## src/rtl/pwm_timer_pkg.sv

```systemverilog
package pwm_timer_pkg;

    typedef enum logic [1:0] {
        OUT_OFF    = 2'd0,
        OUT_TOGGLE = 2'd1,
        OUT_INV    = 2'd2,
        OUT_NONINV = 2'd3
    } out_code_e;

    localparam logic [3:0] MODE_FIX8   = 4'h5;
    localparam logic [3:0] MODE_FIX9   = 4'h6;
    localparam logic [3:0] MODE_FIX10  = 4'h7;
    localparam logic [3:0] MODE_PERIOD = 4'hE;
    localparam logic [3:0] MODE_CMPA   = 4'hF;

    localparam int NUM_CH    = 2;
    localparam int NUM_FLAGS = 4;
    localparam int FLG_OVF   = 0;
    localparam int FLG_CMPA  = 1;
    localparam int FLG_CMPB  = 2;
    localparam int FLG_PER   = 3;

endpackage

```

## src/rtl/pwm_top_sel.sv

```systemverilog
module pwm_top_sel
    import pwm_timer_pkg::*;
#(
    parameter int CNT_W = 16
) (
    input  logic [3:0]       mode_i,
    input  logic [CNT_W-1:0] period_i,
    input  logic [CNT_W-1:0] cmpa_act_i,
    output logic [CNT_W-1:0] top_o,
    output logic [CNT_W-1:0] wr_mask_o
);
    localparam logic [CNT_W-1:0] LIM8  = CNT_W'((1 << 8) - 1);
    localparam logic [CNT_W-1:0] LIM9  = CNT_W'((1 << 9) - 1);
    localparam logic [CNT_W-1:0] LIM10 = CNT_W'((1 << 10) - 1);

    always_comb begin
        top_o     = '1;
        wr_mask_o = '1;
        case (mode_i)
            MODE_FIX8:   begin top_o = LIM8;  wr_mask_o = LIM8;  end
            MODE_FIX9:   begin top_o = LIM9;  wr_mask_o = LIM9;  end
            MODE_FIX10:  begin top_o = LIM10; wr_mask_o = LIM10; end
            MODE_PERIOD: top_o = period_i;
            MODE_CMPA:   top_o = cmpa_act_i;
            default:     top_o = '1;
        endcase
    end
endmodule

```

## src/rtl/pwm_cmp_chan.sv

```systemverilog
module pwm_cmp_chan
    import pwm_timer_pkg::*;
#(
    parameter int CNT_W      = 16,
    parameter bit CAN_TOGGLE = 1'b0
) (
    input  logic             clk_i,
    input  logic             rst_ni,
    input  logic             tick_i,
    input  logic             wrap_i,
    input  logic             toggle_mode_i,
    input  logic [CNT_W-1:0] count_i,
    input  logic [CNT_W-1:0] wr_mask_i,
    input  logic [CNT_W-1:0] wdata_i,
    input  logic             we_i,
    input  logic [1:0]       com_i,
    output logic [CNT_W-1:0] act_o,
    output logic             hit_o,
    output logic             wave_o
);
    typedef struct packed {
        logic [CNT_W-1:0] hold;
        logic [CNT_W-1:0] act;
        logic             wave;
    } chan_st_t;

    chan_st_t st_d, st_q;
    logic     hit;

    assign hit = tick_i && (count_i == st_q.act);

    always_comb begin
        st_d = st_q;
        if (we_i) begin
            st_d.hold = wdata_i & wr_mask_i;
        end
        if (wrap_i) begin
            st_d.act = st_q.hold;
        end
        case (out_code_e'(com_i))
            OUT_NONINV: begin
                if (wrap_i)   st_d.wave = 1'b1;
                else if (hit) st_d.wave = 1'b0;
            end
            OUT_INV: begin
                if (wrap_i)   st_d.wave = 1'b0;
                else if (hit) st_d.wave = 1'b1;
            end
            OUT_TOGGLE: begin
                if (CAN_TOGGLE && toggle_mode_i) begin
                    if (hit) st_d.wave = !st_q.wave;
                end else begin
                    st_d.wave = 1'b0;
                end
            end
            default: st_d.wave = 1'b0;
        endcase
    end

    always_ff @(posedge clk_i or negedge rst_ni) begin
        if (!rst_ni) begin
            st_q <= '0;
        end else begin
            st_q <= st_d;
        end
    end

    assign act_o  = st_q.act;
    assign hit_o  = hit;
    assign wave_o = st_q.wave;
endmodule

```

## src/rtl/pwm_timer.sv

```systemverilog
module pwm_timer
    import pwm_timer_pkg::*;
#(
    parameter int CNT_W = 16
) (
    input  logic             clk_i,
    input  logic             rst_ni,
    input  logic             tick_i,
    input  logic [3:0]       mode_i,
    input  logic [1:0]       com_a_i,
    input  logic [1:0]       com_b_i,
    input  logic             cmp_a_we_i,
    input  logic             cmp_b_we_i,
    input  logic             period_we_i,
    input  logic [CNT_W-1:0] wdata_i,
    input  logic [3:0]       flag_clr_i,
    output logic [CNT_W-1:0] count_o,
    output logic             wave_a_o,
    output logic             wave_b_o,
    output logic             ovf_flag_o,
    output logic             cmpa_flag_o,
    output logic             cmpb_flag_o,
    output logic             cap_flag_o
);
    typedef struct packed {
        logic [CNT_W-1:0]     cnt;
        logic [CNT_W-1:0]     period;
        logic [NUM_FLAGS-1:0] flags;
    } tmr_st_t;

    tmr_st_t st_d, st_q;

    logic [CNT_W-1:0]     top;
    logic [CNT_W-1:0]     wr_mask;
    logic                 at_top;
    logic                 wrap;
    logic [NUM_FLAGS-1:0] flag_set;

    logic [NUM_CH-1:0] ch_we;
    logic [NUM_CH-1:0] ch_hit;
    logic [NUM_CH-1:0] ch_wave;
    logic [1:0]        ch_com [NUM_CH];
    logic [CNT_W-1:0]  ch_act [NUM_CH];

    assign ch_we     = {cmp_b_we_i, cmp_a_we_i};
    assign ch_com[0] = com_a_i;
    assign ch_com[1] = com_b_i;

    pwm_top_sel #(.CNT_W(CNT_W)) u_top_sel (
        .mode_i     (mode_i),
        .period_i   (st_q.period),
        .cmpa_act_i (ch_act[0]),
        .top_o      (top),
        .wr_mask_o  (wr_mask)
    );

    assign at_top = (st_q.cnt == top);
    assign wrap   = tick_i && at_top;

    for (genvar g = 0; g < NUM_CH; g++) begin : g_ch
        pwm_cmp_chan #(
            .CNT_W      (CNT_W),
            .CAN_TOGGLE (g == 0)
        ) u_chan (
            .clk_i         (clk_i),
            .rst_ni        (rst_ni),
            .tick_i        (tick_i),
            .wrap_i        (wrap),
            .toggle_mode_i (mode_i == MODE_CMPA),
            .count_i       (st_q.cnt),
            .wr_mask_i     (wr_mask),
            .wdata_i       (wdata_i),
            .we_i          (ch_we[g]),
            .com_i         (ch_com[g]),
            .act_o         (ch_act[g]),
            .hit_o         (ch_hit[g]),
            .wave_o        (ch_wave[g])
        );
    end

    always_comb begin
        flag_set           = '0;
        flag_set[FLG_OVF]  = wrap;
        flag_set[FLG_CMPA] = ch_hit[0];
        flag_set[FLG_CMPB] = ch_hit[1];
        flag_set[FLG_PER]  = wrap && (mode_i == MODE_PERIOD);

        st_d = st_q;
        if (tick_i) begin
            st_d.cnt = at_top ? '0 : st_q.cnt + 1'b1;
        end
        if (period_we_i) begin
            st_d.period = wdata_i;
        end
        st_d.flags = (st_q.flags & ~flag_clr_i) | flag_set;
    end

    always_ff @(posedge clk_i or negedge rst_ni) begin
        if (!rst_ni) begin
            st_q <= '0;
        end else begin
            st_q <= st_d;
        end
    end

    assign count_o     = st_q.cnt;
    assign wave_a_o    = ch_wave[0];
    assign wave_b_o    = ch_wave[1];
    assign ovf_flag_o  = st_q.flags[FLG_OVF];
    assign cmpa_flag_o = st_q.flags[FLG_CMPA];
    assign cmpb_flag_o = st_q.flags[FLG_CMPB];
    assign cap_flag_o  = st_q.flags[FLG_PER];
endmodule

```

## config.mk

```make
export PLATFORM = sky130hd
export DESIGN_NAME = pwm_timer
export DESIGN_NICKNAME = d
export VERILOG_FILES = /design/src/rtl/pwm_timer_pkg.sv /design/src/rtl/pwm_top_sel.sv /design/src/rtl/pwm_cmp_chan.sv /design/src/rtl/pwm_timer.sv
export SDC_FILE = /design/constraint.sdc
export NUM_CORES = 1
export LEC_CHECK = 0
export ABC_AREA = 1
export BUFFER_PORTS_ARGS = -buffer_cell sky130_fd_sc_hd__clkbuf_2
export CAP_MARGIN = 10
export CORE_MARGIN = 5
export CORE_UTILIZATION = 51
export CTS_CLUSTER_DIAMETER = 100
export DETAILED_ROUTE_END_ITERATION = 6
export PLACE_DENSITY = 0.71
export SETUP_SLACK_MARGIN = 0.15
export SLEW_MARGIN = 20
export SYNTH_ARGS = -nofsm -noshare
export SYNTH_HDL_FRONTEND = slang
export SYNTH_SLANG_ARGS = --single-unit
```

## constraint.sdc

```tcl
create_clock -name clk_i -period 3.1 [get_ports clk_i]
set_input_delay 0.62 -clock clk_i [delete_from_list [all_inputs] [get_ports clk_i]]
set_output_delay 0.62 -clock clk_i [all_outputs]
set_load 0.01 [all_outputs]
```

==> results of run 1 <==
==> final timing paths <==
| kind | start | end | cells past startpoint |
|---|---|---|---|
| max in group asynchronous | rst_ni | g_ch[0].u_chan.st_q[28]$_DFFE_PN0P_ | 2 |
| min reg2reg | g_ch[1].u_chan.st_q[22]$_DFFE_PN0P_ | g_ch[1].u_chan.act_o[5]$_DFFE_PN0P_ | 2 |
| max | mode_i[0] | g_ch[0].u_chan.act_o[9]$_DFFE_PN0P_ | 13 |
| max reg2reg | count_o[3]$_DFFE_PN0P_ | count_o[14]$_DFFE_PN0P_ | 8 |
| min | rst_ni | count_o[0]$_DFFE_PN0P_ | 1 |
| min in group clk_i | flag_clr_i[2] | cmpb_flag_o$_DFF_PN0_ | 2 |
==> placed cells by master, fill, tap and decap left out, types with 2 or more instances in the layout <==
cell	instances
dfrtp_1	102
inv_2	2
nand4_1	13
xnor2_1	4
mux2_2	2
clkbuf_8	9
a21oi_1	16
o22ai_1	5
buf_4	4
nor2_4	2
nor2_1	85
or2_2	3
xor2_1	11
inv_1	82
o21ai_0	48
clkbuf_2	54
nand2_1	214
nor3_1	11
nor4_1	5
o21ai_1	26
nor3b_1	4
nor2_2	2
bufinv_16	2
nand3_1	39
==> routing by layer <==
metal | GRT usage | vias up
met5 | 0 | -
met4 | 0.06170 | 0
met3 | 0.03743 | 19
met2 | 0.3456 | 103
met1 | 0.3399 | 2195
li1 | - | 2342
==> critical path, stage by stage <==
cell and delay, ns:
clkbuf_2 0.16, nand2_1 0.15, nor2_4 0.35, nand2_1 0.14
nand3_1 0.11, nand2_1 0.10, nor2_1 0.14, nand2_1 0.08
nor2_2 0.12, nand4_1 0.13, buf_4 0.27, nand2_1 0.10
o21ai_1 0.06
==> logic make-up after synthesis <==
| group | count (synthesis) | synth area share |
|---|---|---|
| AO/OA/AOI/OAI | 97 | 0.09196 |
| adder cells (fa/ha/maj) | 1 | 0.002316 |
| flip-flops | 102 | 0.4726 |
| multiplexers | 2 | 0.004169 |
| AND/OR/NAND/NOR | 382 | 0.2974 |
| buffers and inverters | 127 | 0.1072 |
| XOR/XNOR | 15 | 0.02432 |
==> area by class of cell <==
cell class,instances,area [µm²],area share
Sequential cell,102,2552,0.4357
Multi-Input combinational cell,497,2270,0.3874
Inverter,86,325.3,0.05553
Timing Repair Buffer,59,320.3,0.05468
Tap cell,136,170.2,0.02905
Clock buffer,10,127.6,0.02179
Clock inverter,6,92.59,0.01581
==> power by group <==
part / total [mW] / internal (mW) / switching (mW)
registers: 1.57 / 1.43 / 0.132
logic: 0.637 / 0.226 / 0.411
clock network: 0.944 / 0.463 / 0.481
total: 3.15 / 2.12 / 1.02
==> through the flow <==
step / hold slack (ns) / total power [mW] / std cells / setup WS [ns]
2_1_floorplan: 0.3244 / 2.055 / 726 / 0.9551
3_3_place_gp: 0.4479 / 2.209 / 880 / 0.5249
3_5_place_dp: 0.4587 / 2.227 / 880 / 0.4452
4_1_cts: 0.2912 / 3.166 / 896 / 0.8111
5_1_grt: 0.3304 / 3.350 / 896 / 0.4119
6_report: 0.2714 / 3.147 / 896 / 0.8152
==> flip-flops by register name, summed over array words and instances, names as in the netlist <==
| name | cells |
|---|---|
| ovf_flag_o | 1 |
| cap_flag_o | 1 |
| g_ch.u_chan.st_q | 32 |
| g_ch.u_chan.wave_o | 2 |
| g_ch.u_chan.act_o | 32 |
| cmpb_flag_o | 1 |
| st_q | 16 |
| count_o | 16 |
| cmpa_flag_o | 1 |
==> reports/summary.txt, run 1 <==
Most used DFF post-synth: dfrtp_1
Num CTS Buffers: 9
Clock tree from TritonCTS: built
Starting Density: 0.5232
Top post-synthesis cells by area: dfrtp_1 (47%), nand2_1 (15%), nor2_1 (5.9%)
Synth-to-layout area growth: 8.455%
Yosys warns: 0
Min-Delay Path Class: primary input to asynchronous set/reset pin
# rows: 37
Number of flops mapped to enable cells by yosys: 0
Peak supply drop: 289.2 µV
Post-CTS Hold Buffers: 0
Worst Setup Start Kind: primary input
Syn Inst Count: 726
First-pass GRT wire length: 22950 µm
Clock buffer depth: 2
Vias in the first global route: 4408
Synth Cell Area: 5401 µm²
Worst-Margin Slew: 0.6750 ns
CORE AREA: 10320 µm²
Root Driver: clkbuf_8
Antenna fix cells: 0
Relative slew slack: 0.5500
Final-layout fill cell count: 994
Number of setup buffers added after CTS: 0
RePlAce Congestion: 0.9229
Post-route cell area: 5858 µm²
Vias/cell: 5.200
Final ANT Viol Nets: 0
Hpwl dp: 10310 µm
DRC: 0
Area leader, netlist: dfrtp_1
Die width: 112.9 µm
DR WL/cell: 15.34 µm
Mapped Avg Cell Area: 7.440 µm²
DR pass1 iterations: 5
Unrepaired setup endpoints after global routing: false
Worst Path Max Fanout: 30
CTS resizes: 0
Clock sink count: 102
Die extent in y: 112.9 µm
DR top layer: met4
Yosys cell types: 34
Critical path class: primary input to flip-flop
Most common library cells after synthesis: nand2_1 (214), dfrtp_1 (102), nor2_1 (85)
Minimum clock period: 2.285 ns
Maximum clock rate: 437.7 MHz
Final Setup Violations: 0
Seq/Total Area, Yosys: 0.4726
Ys async rst share: 1.000
Synth top area share: 0.4726
DR vias: 4659
Met2 wire len: 6119 µm
PwrDens: 537.2 nW/µm²
Die area: 12750 µm²
Crit. End Element: flip-flop
Fin. Hold Viols: 0
Routed WL: 13750 µm
Worst-case clock skew: 0.01043 ns
Net count after synthesis: 761
Number of I/O pins: 56
Post-place instance area: 5638 µm²
Overflow after GRT: 0
TNS Setup: 0 ns
GRT Total Usage: 0.2280
R2R setup slack: 0.83 ns
Final count of pins violating max slew: 0
Flops & latches, synth: 102
Nets: 790
Initial antenna violation count: 0
Leak: 2.978 nW
Total number of H-tree levels: 3
Met3 WL: 642 µm
Clk pin slew, worst setup/hold paths: 0.10 ns
Worst skew pair latency: 0.37 ns
Max_cap viols: 0
Status: complete, no violations
Req. time, crit path: 3.35 ns
Largest net degree at the start of global routing: 53
Port Buffer Count: 55
DRT iter0 DRCs: 334
WL met1: 6783 µm
Fin crit share: 0.7370
Share of layout cells above drive strength 1: 0.1171
Worst path arrival time: 2.54 ns
Count leader, synth: nand2_1
Post-route core utilization: 0.5674
Power figures use the tool's default switching activity.
==> run 2, diff against run 1 <==
==> constraint.sdc (replaced) <==
create_clock -name clk_i -period 2.4 [get_ports clk_i]
set_input_delay 0.48 -clock clk_i [delete_from_list [all_inputs] [get_ports clk_i]]
set_output_delay 0.48 -clock clk_i [all_outputs]
set_load 0.01 [all_outputs]
==> run 2 against run 1 <==
Compared with the run above: register-to-register slack worse by 0.51 ns; largest power group unchanged; sequential power up 28%; highest routed layer is now met5; setup slack worse by 0.49 ns; flip-flop and latch count unchanged; critical path depth down 3; critical path type is now flip-flop to flip-flop; non-clock buffer count up 15; total power up 27%; first-iteration DRC count up 38%; wire length up 2.9%.
==> reports/summary.txt, run 2 (synthesis results as in run 1) <==
Status: complete, no violations
Reg2reg path depth: 10
Root Driver: clkbuf_8
Met1 Resource Use GR: 0.3468
Minimum clock period: 2.078 ns
Worst reg2reg startpoint: count_o[0]$_DFFE_PN0P_
Grt met2 use: 0.3452
Commonest non-fill, non-tap cell in the layout: nand2_1
Register share of total power: 0.503
Clock share of power: 0.271
Final count of pins violating max slew: 0
Leak: 3.042 nW
Most frequent cells in the layout: nand2_1 (214), dfrtp_1 (101), nor2_1 (84), inv_1 (82), clkbuf_2 (54)
Share of layout cells above drive strength 1: 0.1394
Min-Delay Path Class: primary input to asynchronous set/reset pin
Maximum clock rate: 481.2 MHz
First-pass GRT wire length: 23370 µm
Starting Density: 0.5232
Worst skew pair latency: 0.38 ns
Vias in the first global route: 4598
Nets: 805
Clock buffer depth: 2
Worst Path Max Fanout: 5
Sw frac: 0.3472
Top Usage Layer GRT: met1
Area of the multi-input gates: 2277 µm²
RePlAce Congestion: 0.9047
Port Buffer Count: 55
Initial antenna violation count: 1
Final-layout fill cell count: 974
Die width: 112.9 µm
Fin. Hold Viols: 0
Die area: 12750 µm²
DRT iter0 DRCs: 461
Worst-case clock skew: 0.01208 ns
Pre-CTS setup slack: -0.02460 ns
Final Setup Violations: 0
Internal power: 2.604 mW
DR WL/cell: 15.53 µm
Vias/cell: 5.281
DR pass1 iterations: 5
Routed WL: 14150 µm
Final worst slack: 0.3218 ns
RR Endpoint: count_o[14]$_DFFE_PN0P_
Synth-to-layout area growth: 10.38%
GRT Total Usage: 0.2333
Max_cap viols: 0
Fin crit share: 0.8659
Final ANT Viol Nets: 0
Number of setup buffers added after CTS: 0
DRC: 0
# rows: 37
Setup crit end: count_o[14]$_DFFE_PN0P_
Seq. cell area: 2554 µm²
Worst-Margin Slew: 0.6016 ns
Number of I/O pins: 56
Antenna fix cells: 0
Critical path class: flip-flop to flip-flop
Worst setup startpoint: count_o[0]$_DFFE_PN0P_
Clock sink count: 102
Peak supply drop: 375.5 µV
Unrepaired setup endpoints after global routing: true
Req. time, crit path: 2.71 ns
Net Switching: 1.385 mW
Comb pwr share: 0.226
Clock tree from TritonCTS: built
Met3 track demand over resource: 0.03476
CORE AREA: 10320 µm²
Clk pin slew, worst setup/hold paths: 0.10 ns
Crit. End Element: flip-flop
Relative slew slack: 0.5990
Largest net degree at the start of global routing: 45
Total number of H-tree levels: 3
Hpwl dp: 10690 µm
DR vias: 4811
Worst path arrival time: 2.39 ns
Die extent in y: 112.9 µm
TNS Setup: 0 ns
R2R setup slack: 0.32 ns
PwrDens: 669.2 nW/µm²
Worst Setup Start Kind: flip-flop
Overflow after GRT: 0
Num CTS Buffers: 9
-- run 2: cell types whose count changed in the layout (fill, tap and decap cells not counted), sizes merged --
cell,before,now
bufinv,2,0
clkinv,2,3
inv,87,88
buf,5,20
-- run 2: how the worst min path moves through the flow --
stage / startpoint / depth (start not counted) / endpoint
6_report: rst_ni / 1 / count_o[5]$_DFFE_PN0P_
2_1_floorplan: rst_ni / 0 / cap_flag_o$_DFF_PN0_
3_3_place_gp: g_ch[1].u_chan.st_q[25]$_DFFE_PN0P_ / 2 / g_ch[1].u_chan.act_o[8]$_DFFE_PN0P_
5_1_grt: rst_ni / 1 / ovf_flag_o$_DFF_PN0_
3_5_place_dp: g_ch[1].u_chan.st_q[21]$_DFFE_PN0P_ / 2 / g_ch[1].u_chan.act_o[4]$_DFFE_PN0P_
4_1_cts: rst_ni / 1 / count_o[4]$_DFFE_PN0P_
-- run 2: what timing repair did --
| item | 4_1_cts | 5_1_grt |
|---|---|---|
| endpoints found under the setup margin | 0 | 3 |
| gates resized for setup | 0 | 4 |
| hold buffers | 0 | 0 |
-- run 2: cell type report --
class	instances	area share
flip-flops and latches	102	0.4283
multi-input cells	497	0.3820
repair buffers	74	0.07471
inverters	86	0.05498
well taps	136	0.02854
clock buffers	10	0.02308
clock inverters	6	0.008395
-- run 2: power groups by stage --
| stage | clock network (mW) | logic, mW | registers [mW] |
|---|---|---|---|
| CTS | 1.09 | 0.897 | 2.00 |
| global placement | 0 | 0.876 | 2.04 |
| detailed placement | 0 | 0.894 | 2.04 |
| floorplan | 0 | 0.700 | 1.95 |
| finish | 1.08 | 0.900 | 2.01 |
| global route | 1.17 | 1.02 | 2.03 |
-- run 2: stage by stage --
stage	instance area, µm²	instances	hold WS (ns)	utilization	total power [mW]
CTS	5951	911	0.09021	0.5764	3.990
finish	5962	911	0.08434	0.5775	3.990
floorplan	5401	726	0.1844	-	2.655
detailed placement	5763	895	0.4543	0.5582	2.932
global placement	5763	895	0.4530	0.5582	2.911
global route	5962	911	0.1139	0.5775	4.209
-- run 2: metal layers --
metal | part of all wire | wire [µm]
met5 | 0.00092 | 13
met4 | 0.021 | 298
met3 | 0.065 | 926
met2 | 0.43 | 6086
met1 | 0.48 | 6826
-- run 2: critical path, stage by stage (launching register included) --
cell	delay, ns
dfrtp_1	0.45
ha_1	0.20
nand3_1	0.13
nor4_1	0.21
buf_4	0.17
nand2_1	0.08
nor2_1	0.18
nand4_1	0.20
nor2_2	0.16
a21oi_1	0.07
nor3_1	0.16
==> run 3, diff against run 2 <==
--- a/config.mk
+++ b/config.mk
@@ -8,6 +8,7 @@
 export ABC_AREA = 1
 export BUFFER_PORTS_ARGS = -buffer_cell sky130_fd_sc_hd__clkbuf_2
 export CAP_MARGIN = 10
+export CORE_ASPECT_RATIO = 0.5
 export CORE_MARGIN = 5
 export CORE_UTILIZATION = 51
 export CTS_CLUSTER_DIAMETER = 100
==> run 3 against run 2 <==
Compared with the run above: via count is 0.25% lower; final area is 2.4% higher; flip-flop and latch count stayed put; global-route usage is 0.31 points lower; maximum frequency hardly changed; sequential power hardly changed; clock skew is 0.0037 ns lower.
==> reports/summary.txt, run 3 (synthesis results as in run 1) <==
Status: complete, no violations
Cell count after placement: 896
Maximum clock rate: 481.0 MHz
Overflow after GRT: 0
Final ANT Viol Nets: 0
CORE AREA: 10280 µm²
Fin. Hold Viols: 0
Total number of H-tree levels: 3
Nets: 805
First-pass GRT wire length: 22660 µm
Most frequent cells in the layout: nand2_1 (214), dfrtp_1 (101), nor2_1 (85), inv_1 (82), clkbuf_2 (54)
Worst skew pair latency: 0.35 ns
Clock tree from TritonCTS: built
Pre-CTS setup slack: 0.02030 ns
PwrDens: 717.9 nW/µm²
Clk pin slew, worst setup/hold paths: 0.08 ns
Crit. End Element: flip-flop
Worst Path Max Fanout: 5
Starting Density: 0.5254
Die extent in y: 82.77 µm
Req. time, crit path: 2.67 ns
Final worst slack: 0.3210 ns
Final Setup Violations: 0
Max_cap viols: 0
Commonest non-fill, non-tap cell in the layout: nand2_1
Worst-case clock skew: 0.008396 ns
Routed WL: 14160 µm
Worst-Margin Slew: 0.5796 ns
DR vias: 4799
Worst Hold Slack: 0.2928 ns
Critical path class: flip-flop to flip-flop
Die width: 155.5 µm
Final-layout fill cell count: 976
Peak supply drop: 338.0 µV
Port Buffer Count: 55
Root Driver: clkbuf_16
Num CTS Buffers: 9
Final cell count without fillers: 915
Unrepaired setup endpoints after global routing: true
Synth-to-layout area growth: 13.02%
Tot Pwr: 4.383 mW
Worst Setup Start Kind: flip-flop
Relative slew slack: 0.6136
DR pass1 iterations: 5
# rows: 26
TNS Setup: 0 ns
Minimum clock period: 2.079 ns
RePlAce Congestion: 0.9372
Leak: 3.097 nW
Antenna fix cells: 0
Hpwl dp: 10660 µm
Fin crit share: 0.8663
Min-Delay Path Class: primary input to flip-flop
Clock buffer depth: 2
Share of layout cells above drive strength 1: 0.1381
DRC: 0
Vias/cell: 5.245
Final count of pins violating max slew: 0
Largest net degree at the start of global routing: 61
Die area: 12870 µm²
DR WL/cell: 15.48 µm
GRT Total Usage: 0.2303
Clock sink count: 102
Vias in the first global route: 4250
DRT iter0 DRCs: 448
Initial antenna violation count: 0
Number of I/O pins: 56
Worst path arrival time: 2.35 ns
## run 3: cell types whose count changed in the layout (fill, tap and decap cells not counted), sizes merged
cell         delta
clkinv          +1
dlygate4sd3     +1
clkinvlp        -1
buf             -1
## run 3: metrics by stage
stage	area, µm²	utilization
after global routing	6105	0.5938
after floorplan	5401	-
after CTS	6057	0.5892
after detailed placement	5746	0.5589
final	6105	0.5938
after global placement	5746	0.5589
## run 3: repair_timing
action / 4_1_cts / 5_1_grt
hold buffers: 1 / 0
setup endpoints to repair: 0 / 5
setup buffers: 0 / 2
gates resized for setup: 0 / 6
hold endpoints to repair: 6 / 0
## run 3: path summary, 6_finish.rpt
| kind | startpoint | to | slack [ns] | depth (start not counted) |
|---|---|---|---|---|
| setup / recovery | count_o[1]$_DFFE_PN0P_ | count_o[12]$_DFFE_PN0P_ | 0.32 | 10 |
| hold / removal | flag_clr_i[2] | cmpb_flag_o$_DFF_PN0_ | 0.29 | 2 |
| setup reg to reg | count_o[1]$_DFFE_PN0P_ | count_o[12]$_DFFE_PN0P_ | 0.32 | 10 |
| hold reg to reg | g_ch[0].u_chan.st_q[25]$_DFFE_PN0P_ | g_ch[0].u_chan.act_o[8]$_DFFE_PN0P_ | 0.47 | 2 |
| max in group asynchronous | rst_ni | g_ch[0].u_chan.st_q[32]$_DFFE_PN0P_ | 1.25 | 3 |
| min in group asynchronous | rst_ni | g_ch[0].u_chan.st_q[18]$_DFFE_PN0P_ | 0.49 | 2 |
## run 3: per-layer routing
layer  vias to the layer above  part of all wire  global-route usage
met1                      2210              0.50              0.3681
met4                         0            0.0092             0.05502
met3                        11             0.093             0.03936
met5                         -                 0                   0
met2                       201              0.39              0.3207
li1                       2377                 -                   -
## run 3: power breakdown
part	internal (mW)	total (mW)	switching, mW
combinational	0.325	0.923	0.597
clock	0.760	1.46	0.705
sequential	1.86	2.00	0.140
## run 3: layout make-up
cell class / count / area [µm²] / share of cell area
Sequential cell: 102 / 2554 / 0.4183
Clock inverter: 6 / 62.56 / 0.01025
Inverter: 86 / 327.8 / 0.05370
Timing Repair Buffer: 74 / 447.9 / 0.07338
Tap cell: 140 / 175.2 / 0.02869
Clock buffer: 10 / 239.0 / 0.03915
Multi-Input combinational cell: 497 / 2298 / 0.3765
## run 3: worst max-delay path, cell delays in order (launching register included)
cell and delay [ns]:
dfrtp_1 0.43, ha_1 0.19, nand3_1 0.16, nor4_4 0.22, nand2_1 0.12, nor2_1 0.18
nand4_1 0.20, buf_4 0.21, nor2_1 0.07, nor2_1 0.04, nor3_1 0.17
